<file path="src/rtl/mwe_pkg.sv">
package mwe_pkg;
  typedef enum logic [3:0] {
    ST_CLEAR, ST_IDLE, ST_CMD, ST_DATA, ST_FETCH_A, ST_FETCH_B,
    ST_SHIFT_OUT, ST_STORE, ST_FILL, ST_WAIT_FALL, ST_WAIT_RISE
  } mwe_state_e;

  localparam logic [1:0] GRP_EXT   = 2'b00;
  localparam logic [1:0] GRP_WRITE = 2'b01;
  localparam logic [1:0] GRP_READ  = 2'b10;
  localparam logic [1:0] GRP_ERASE = 2'b11;

  localparam logic [1:0] EXT_LOCK      = 2'b00;
  localparam logic [1:0] EXT_FILL_DATA = 2'b01;
  localparam logic [1:0] EXT_FILL_ONES = 2'b10;
  localparam logic [1:0] EXT_UNLOCK    = 2'b11;
endpackage

</file>
<file path="src/rtl/mwe_sync.sv">
module mwe_sync #(
  parameter int WIDTH  = 3,
  parameter int STAGES = 2
) (
  input  logic             clk,
  input  logic             rst,
  input  logic [WIDTH-1:0] async_in,
  output logic [WIDTH-1:0] sync_out
);
  logic [WIDTH-1:0] chain [STAGES];

  for (genvar s = 0; s < STAGES; s++) begin : g_stage
    if (s == 0) begin : g_first
      always_ff @(posedge clk) begin
        if (rst) chain[0] <= '0;
        else     chain[0] <= async_in;
      end
    end else begin : g_next
      always_ff @(posedge clk) begin
        if (rst) chain[s] <= '0;
        else     chain[s] <= chain[s-1];
      end
    end
  end

  assign sync_out = chain[STAGES-1];
endmodule

</file>
<file path="src/rtl/mwe_mem.sv">
module mwe_mem #(
  parameter int ADDR_W = 6,
  parameter int DATA_W = 16
) (
  input  logic              clk,
  input  logic              we,
  input  logic [ADDR_W-1:0] addr,
  input  logic [DATA_W-1:0] wdata,
  output logic [DATA_W-1:0] rdata
);
  localparam int DEPTH = 1 << ADDR_W;

  logic [DATA_W-1:0] cells [DEPTH];

  always_ff @(posedge clk) begin
    if (we) cells[addr] <= wdata;
    rdata <= cells[addr];
  end
endmodule

</file>
<file path="src/rtl/mwe_ctrl.sv">
module mwe_ctrl
  import mwe_pkg::*;
#(
  parameter int ADDR_W = 6,
  parameter int DATA_W = 16
) (
  input  logic              clk,
  input  logic              rst,
  input  logic              cs_s,
  input  logic              sk_rise,
  input  logic              din_s,
  input  logic [DATA_W-1:0] rdata,
  output logic              mem_we,
  output logic [ADDR_W-1:0] mem_addr,
  output logic [DATA_W-1:0] mem_wdata,
  output logic              dout,
  output mwe_state_e        state,
  output logic              wen
);
  localparam int CMD_W = ADDR_W + 2;
  localparam int CNT_W = $clog2((DATA_W > CMD_W) ? DATA_W : CMD_W);

  logic [CMD_W-2:0]  cmd_sr;
  logic [CMD_W-1:0]  cmd_next;
  logic [DATA_W-1:0] word_sr;
  logic [CNT_W-1:0]  bit_cnt;
  logic [ADDR_W-1:0] addr_q;
  logic [ADDR_W-1:0] fill_cnt;
  logic              fill_all;
  logic [1:0]        grp;
  logic [1:0]        ext;

  assign cmd_next = {cmd_sr, din_s};
  assign grp      = cmd_next[CMD_W-1 -: 2];
  assign ext      = cmd_next[ADDR_W-1 -: 2];

  always_comb begin
    mem_we    = 1'b0;
    mem_addr  = addr_q;
    mem_wdata = word_sr;
    if (state == ST_STORE) begin
      mem_we = 1'b1;
    end else if (state == ST_FILL || state == ST_CLEAR) begin
      mem_we   = 1'b1;
      mem_addr = fill_cnt;
    end
  end

  always_ff @(posedge clk) begin
    if (rst) begin
      state    <= ST_CLEAR;
      wen      <= 1'b0;
      dout     <= 1'b0;
      cmd_sr   <= '0;
      word_sr  <= '0;
      bit_cnt  <= '0;
      addr_q   <= '0;
      fill_cnt <= '0;
      fill_all <= 1'b0;
    end else begin
      unique case (state)
        ST_CLEAR, ST_FILL: begin
          fill_cnt <= fill_cnt + ADDR_W'(1);
          if (&fill_cnt) state <= (state == ST_CLEAR) ? ST_IDLE : ST_WAIT_FALL;
        end
        ST_STORE: state <= ST_WAIT_FALL;
        ST_WAIT_FALL: if (!cs_s) begin
          dout  <= 1'b0;
          state <= ST_WAIT_RISE;
        end
        ST_WAIT_RISE: if (cs_s) begin
          dout  <= 1'b1;
          state <= ST_IDLE;
        end
        default: begin
          if (!cs_s) begin
            if (state == ST_CMD || state == ST_DATA) dout <= 1'b0;
            state <= ST_IDLE;
          end else begin
            unique case (state)
              ST_IDLE: if (sk_rise && din_s) begin
                state   <= ST_CMD;
                bit_cnt <= '0;
                cmd_sr  <= '0;
              end
              ST_CMD: if (sk_rise) begin
                cmd_sr  <= cmd_next[CMD_W-2:0];
                bit_cnt <= bit_cnt + CNT_W'(1);
                if (bit_cnt == CNT_W'(CMD_W - 1)) begin
                  bit_cnt  <= '0;
                  fill_cnt <= '0;
                  unique case (grp)
                    GRP_ERASE: begin
                      addr_q  <= cmd_next[ADDR_W-1:0];
                      word_sr <= '1;
                      state   <= wen ? ST_STORE : ST_WAIT_FALL;
                    end
                    GRP_READ: begin
                      addr_q <= cmd_next[ADDR_W-1:0];
                      state  <= ST_FETCH_A;
                    end
                    GRP_WRITE: begin
                      addr_q   <= cmd_next[ADDR_W-1:0];
                      word_sr  <= '0;
                      fill_all <= 1'b0;
                      state    <= ST_DATA;
                    end
                    default: begin
                      unique case (ext)
                        EXT_LOCK: begin
                          wen   <= 1'b0;
                          state <= ST_IDLE;
                        end
                        EXT_FILL_DATA: begin
                          word_sr  <= '0;
                          fill_all <= 1'b1;
                          state    <= ST_DATA;
                        end
                        EXT_FILL_ONES: begin
                          word_sr <= '1;
                          state   <= wen ? ST_FILL : ST_WAIT_FALL;
                        end
                        default: begin
                          wen   <= 1'b1;
                          state <= ST_IDLE;
                        end
                      endcase
                    end
                  endcase
                end
              end
              ST_DATA: if (sk_rise) begin
                word_sr <= {word_sr[DATA_W-2:0], din_s};
                bit_cnt <= bit_cnt + CNT_W'(1);
                if (bit_cnt == CNT_W'(DATA_W - 1)) begin
                  if (!wen)         state <= ST_WAIT_FALL;
                  else if (fill_all) state <= ST_FILL;
                  else              state <= ST_STORE;
                end
              end
              ST_FETCH_A: state <= ST_FETCH_B;
              ST_FETCH_B: begin
                word_sr <= rdata;
                bit_cnt <= '0;
                state   <= ST_SHIFT_OUT;
              end
              ST_SHIFT_OUT: if (sk_rise) begin
                dout    <= word_sr[DATA_W-1];
                word_sr <= {word_sr[DATA_W-2:0], 1'b0};
                bit_cnt <= bit_cnt + CNT_W'(1);
                if (bit_cnt == CNT_W'(DATA_W - 1)) begin
                  addr_q <= addr_q + ADDR_W'(1);
                  state  <= ST_FETCH_A;
                end
              end
              default: state <= ST_IDLE;
            endcase
          end
        end
      endcase
    end
  end
endmodule

</file>
<file path="src/rtl/mw_eeprom.sv">
module mw_eeprom
  import mwe_pkg::*;
#(
  parameter int ADDR_W = 6,
  parameter int DATA_W = 16
) (
  input  logic              clk,
  input  logic              rst,
  input  logic              ser_sel,
  input  logic              ser_clk,
  input  logic              ser_din,
  output logic              ser_dout,
  input  logic              load_en,
  input  logic [ADDR_W-1:0] load_addr,
  input  logic [DATA_W-1:0] load_data
);
  logic [2:0]        sync_q;
  logic              cs_s, sk_s, din_s, sk_prev, sk_rise;
  logic              ctrl_we, mem_we;
  logic [ADDR_W-1:0] ctrl_addr, mem_addr;
  logic [DATA_W-1:0] ctrl_wdata, mem_wdata, rdata;
  mwe_state_e        state;
  logic              wen;

  mwe_sync #(.WIDTH(3), .STAGES(2)) u_sync (
    .clk(clk), .rst(rst),
    .async_in({ser_sel, ser_clk, ser_din}),
    .sync_out(sync_q)
  );
  assign {cs_s, sk_s, din_s} = sync_q;

  always_ff @(posedge clk) begin
    if (rst) sk_prev <= 1'b0;
    else     sk_prev <= sk_s;
  end
  assign sk_rise = sk_s & ~sk_prev;

  mwe_ctrl #(.ADDR_W(ADDR_W), .DATA_W(DATA_W)) u_ctrl (
    .clk(clk), .rst(rst), .cs_s(cs_s), .sk_rise(sk_rise), .din_s(din_s),
    .rdata(rdata), .mem_we(ctrl_we), .mem_addr(ctrl_addr),
    .mem_wdata(ctrl_wdata), .dout(ser_dout), .state(state), .wen(wen)
  );

  always_comb begin
    mem_we    = ctrl_we;
    mem_addr  = ctrl_addr;
    mem_wdata = ctrl_wdata;
    if (!ctrl_we && load_en && !cs_s) begin
      mem_we    = 1'b1;
      mem_addr  = load_addr;
      mem_wdata = load_data;
    end
  end

  mwe_mem #(.ADDR_W(ADDR_W), .DATA_W(DATA_W)) u_mem (
    .clk(clk), .we(mem_we), .addr(mem_addr), .wdata(mem_wdata), .rdata(rdata)
  );
endmodule

</file>
<file path="config.mk">
export PLATFORM = sky130hd
export DESIGN_NAME = mw_eeprom
export DESIGN_NICKNAME = d
export VERILOG_FILES = /design/src/rtl/mwe_pkg.sv /design/src/rtl/mwe_sync.sv /design/src/rtl/mwe_mem.sv /design/src/rtl/mwe_ctrl.sv /design/src/rtl/mw_eeprom.sv
export SDC_FILE = /design/constraint.sdc
export NUM_CORES = 1
export LEC_CHECK = 0
export ABC_AREA = 1
export BUFFER_PORTS_ARGS = -buffer_cell sky130_fd_sc_hd__buf_2
export CORE_MARGIN = 8
export CORE_UTILIZATION = 40
export DETAILED_ROUTE_END_ITERATION = 8
export MAX_ROUTING_LAYER = met4
export SLEW_MARGIN = 15
export SYNTH_ARGS = -nofsm -noshare
export SYNTH_HDL_FRONTEND = slang
export SYNTH_SLANG_ARGS = --single-unit
</file>
<file path="constraint.sdc">
create_clock -name clk -period 12 [get_ports clk]
set_clock_uncertainty 0.1 [all_clocks]
set_input_delay 2.4 -clock clk [delete_from_list [all_inputs] [get_ports clk]]
set_output_delay 2.4 -clock clk [all_outputs]
set_load 0.005 [all_outputs]
</file>
==> results.py <==
metrics = {
    "pwr": {
        "peakVddDrop_mv": 0.3730,
        "powerDensity_nw_per_um2": 270.8,
        "power_w": 0.01433,
        "leakagePower_nw": 21.81,
    },
    "cts": {
        "cts_setup_buffers": 0,
        "cts_tree": "yes",
        "clk_pin_slew_ns": 0.06,
        "cts_max_path_buffers": 3,
        "clk_latency_ns": 0.71,
        "cts_hold_buf": 0,
        "cts.sinks": 1093,
        "postCtsResizedCells": 0,
        "cts_buffers": 111,
        "cts-root-buf": "clkbuf_16",
        "htreeDepth": 3,
    },
    "synthesis": {
        "syn-mean-instance-area_sq_um": 9.904,
        "synthTopCellsByArea": "edfxtp_1 (65%), nand2_1 (20%), nand3_1 (5.3%), dfxtp_1 (2.9%), buf_2 (1.8%)",
        "ys_types": 46,
        "synthCells": 4803,
        "async_flop_share": 0,
        "synth_top_area_frac": 0.6464,
        "syn-cell-area_sq_um": 47570,
        "yosysTopAreaCell": "edfxtp_1",
        "ys_warn_count": 0,
        "synth_fp_nets": 4838,
        "ys.flop_type": "edfxtp_1",
        "synth-edff-count": 1024,
        "yosysSeqAreaShare": 0.6755,
        "synth-seq-cells": 1093,
    },
    "floorplanning": {
        "start_util": 0.4029,
        "dieArea_sq_um": 130200,
        "fp-row-count": 126,
        "die_w_um": 360.9,
        "io-pin-count": 29,
        "die_h_um": 360.9,
        "core_area_sq_um": 118100,
    },
    "cells_and_area": {
        "layout-drive-gt1-share": 0.07503,
        "num_antenna_cells": 0,
        "fin_nets": 4807,
        "area_delta_synth_final_pct": 11.28,
        "fillers": 10993,
    },
    "drt": {
        "viasPerCell": 5.186,
        "wl_mm": 132.9,
        "dr.pass1.iters": 7,
        "postRouteAntennaNets": 0,
        "drc": 0,
        "drtIter0Drc": 3472,
        "num_vias": 33194,
        "routedWlPerCell_um": 20.77,
    },
    "sta": {
        "setup_viol_count_final": 0,
        "fin_setup_tns_ns": 0,
        "worstMarginPinSlew_ns": 1.527,
        "hold_ws_ns": 0.3097,
        "period_needed_ns": 6.576,
        "hold_violations": 0,
        "slew-limit-headroom": -0.01833,
        "rsz0062_at_grt": "false",
        "maxSlewViolCount": 59,
        "post-route-period-util": 0.5480,
        "max_freq_ghz": 0.1521,
    },
    "setup_path": {
        "crit_chain": "buf_2 -> inv_1 -> nor2_1 -> nand3_4 -> nand2_4 -> nand2_4 -> inv_1 -> nand4_1 -> nor2_1 -> buf_4",
        "cp_max_fo": 49,
        "cp_slowest_cell": "nand4_1",
        "cpPeakStageDelay_ns": 1.06,
        "critPathArrivalTime_ns": 6.84,
        "crit_type": "in2reg",
        "start_kind": "primary input",
        "cp_data_required_time_ns": 12.26,
        "worstSetupEndpointType": "flop",
    },
    "grt": {
        "grt_pass1_wl_mm": 198.5,
        "gr-total-overflow": 0,
        "grt_pass1_vias": 31272,
        "track_usage": 0.2030,
        "antenna_found_initial": 2,
        "grt_max_degree": 205,
    },
    "status": {
        "outcome": "complete, but fails checks",
        "violations": "max-slew violations",
    },
    "placement": {
        "place.gp.congestion": 0.8619,
        "portBuffers": 28,
        "dp_hpwl_mm": 69.82,
    },
    "min_path": {
        "holdCritPathClass": "reg2reg",
    },
    "job": {
        "drv_cap": 0,
    },
}
-- synthesized netlist by cell type (all sizes together) (2+ instances only) --
library cell and number:
edfxtp 1024, nor2 147, inv 68, o211ai 4
nor3 28, nand2 2544, o21ai 40, a22oi 10
a31oi 5, a21oi 25, clkbuf 73, nor3b 3
xor2 2, nand4 9, or2 2, dfxtp 69
ha 7, nor4 3, nand3 509, buf 206
a41oi 15
-- power by group --
group	internal, W	switching, W	leakage, nW
Combinational	0.00154	0.00466	10.1
Clock	0.00193	0.00148	1.74
Sequential	0.00463	0.0000963	10.0
-- cells by family (layout without fill, tap and decap cells) --
kind of cell	count (synthesis)	count (layout)	synth area share
buf+inv	348	410	0.03317
simple gates	3245	3245	0.2747
flops	1093	1093	0.6755
fa+ha+maj	7	7	0.001841
xor+xnor	3	3	0.0005525
compound gates	107	107	0.01431
-- layer usage --
layer | vias to the layer above | part of all wire | GRT usage
li1 | 15921 | - | -
met1 | 15844 | 0.43 | 0.2754
met2 | 1232 | 0.46 | 0.3075
met3 | 197 | 0.079 | 0.03458
met4 | 0 | 0.035 | 0.07509
met5 | - | 0 | -
-- registers in the layout, indices dropped and copies added, names as in the netlist --
signal            count
u_ctrl.state          4
u_ctrl.fill_cnt       6
u_ctrl.dout           1
u_ctrl.mem_wdata     16
u_ctrl.fill_all       1
u_ctrl.addr_q         6
u_sync.chain          6
u_ctrl.wen            1
u_ctrl.cmd_sr         7
u_mem.rdata          16
sk_prev               1
u_mem.cells        1024
u_ctrl.bit_cnt        4
-- area by class of cell --
class / count / area [sq um] / area share
inverter: 69 / 271.5 / 0.005129
clock inverter: 67 / 575.6 / 0.01087
tap: 1536 / 1922 / 0.03631
multi-input combinational: 3362 / 13970 / 0.2640
timing repair buffer: 135 / 1044 / 0.01971
sequential: 1093 / 32130 / 0.6070
clock buffer: 139 / 3015 / 0.05697
-- path summary, 6_finish.rpt --
path                              to  slack (ns)  depth (start not counted)               start
setup reg to reg   u_mem.cells[1][5]        6.69                          8  u_sync.chain[1][2]
setup / recovery   u_mem.cells[1][5]        5.42                         10             load_en
hold / removal    u_sync.chain[1][1]        0.31                          2  u_sync.chain[0][1]
hold reg to reg   u_sync.chain[1][1]        0.31                          2  u_sync.chain[0][1]
-- layout by cell type, fill, tap and decap left out, types with 3 or more instances in the layout --
cell        netlist  layout
a21oi_1          25      25
a22oi_1          10      10
a31oi_1           5       5
a41oi_1          15      15
buf_12            0       8
buf_2           170      28
buf_4            11      99
bufinv_16         0       7
clkbuf_1         73      17
clkbuf_16         0     113
clkbuf_8          0       9
clkinv_1          1      23
clkinv_2          0      20
clkinvlp_4        0      10
dfxtp_1          69      69
edfxtp_1       1024    1024
ha_1              7       7
inv_1            55      54
inv_2            12      11
nand2_1        2539    2521
nand2_2           2      18
nand2_4           3       5
nand3_1         508     508
nand4_1           9       9
nor2_1          144     143
nor2_2            2       3
nor3_1           18      16
nor3_2            4       5
nor3_4            6       7
nor3b_1           3       3
nor4_4            1       3
o211ai_1          4       4
o21ai_0          35      35
o21ai_4           2       4
-- stage by stage --
stage | utilization | cell area, sq um | setup slack (ns) | cells
after floorplan | - | 47570 | 6.530 | 4803
after global placement | 0.4178 | 49340 | 4.633 | 6195
after detailed placement | 0.4179 | 49340 | 4.735 | 6195
after CTS | 0.4483 | 52930 | 5.479 | 6401
after global routing | 0.4483 | 52930 | 5.171 | 6401
final | 0.4483 | 52930 | 5.424 | 6401
-- critical path: cells and delay by family --
kind          cells  cell delay, ns
buf+inv           4            1.25
simple gates      6            3.11
(Power assumes the default switching activity.)
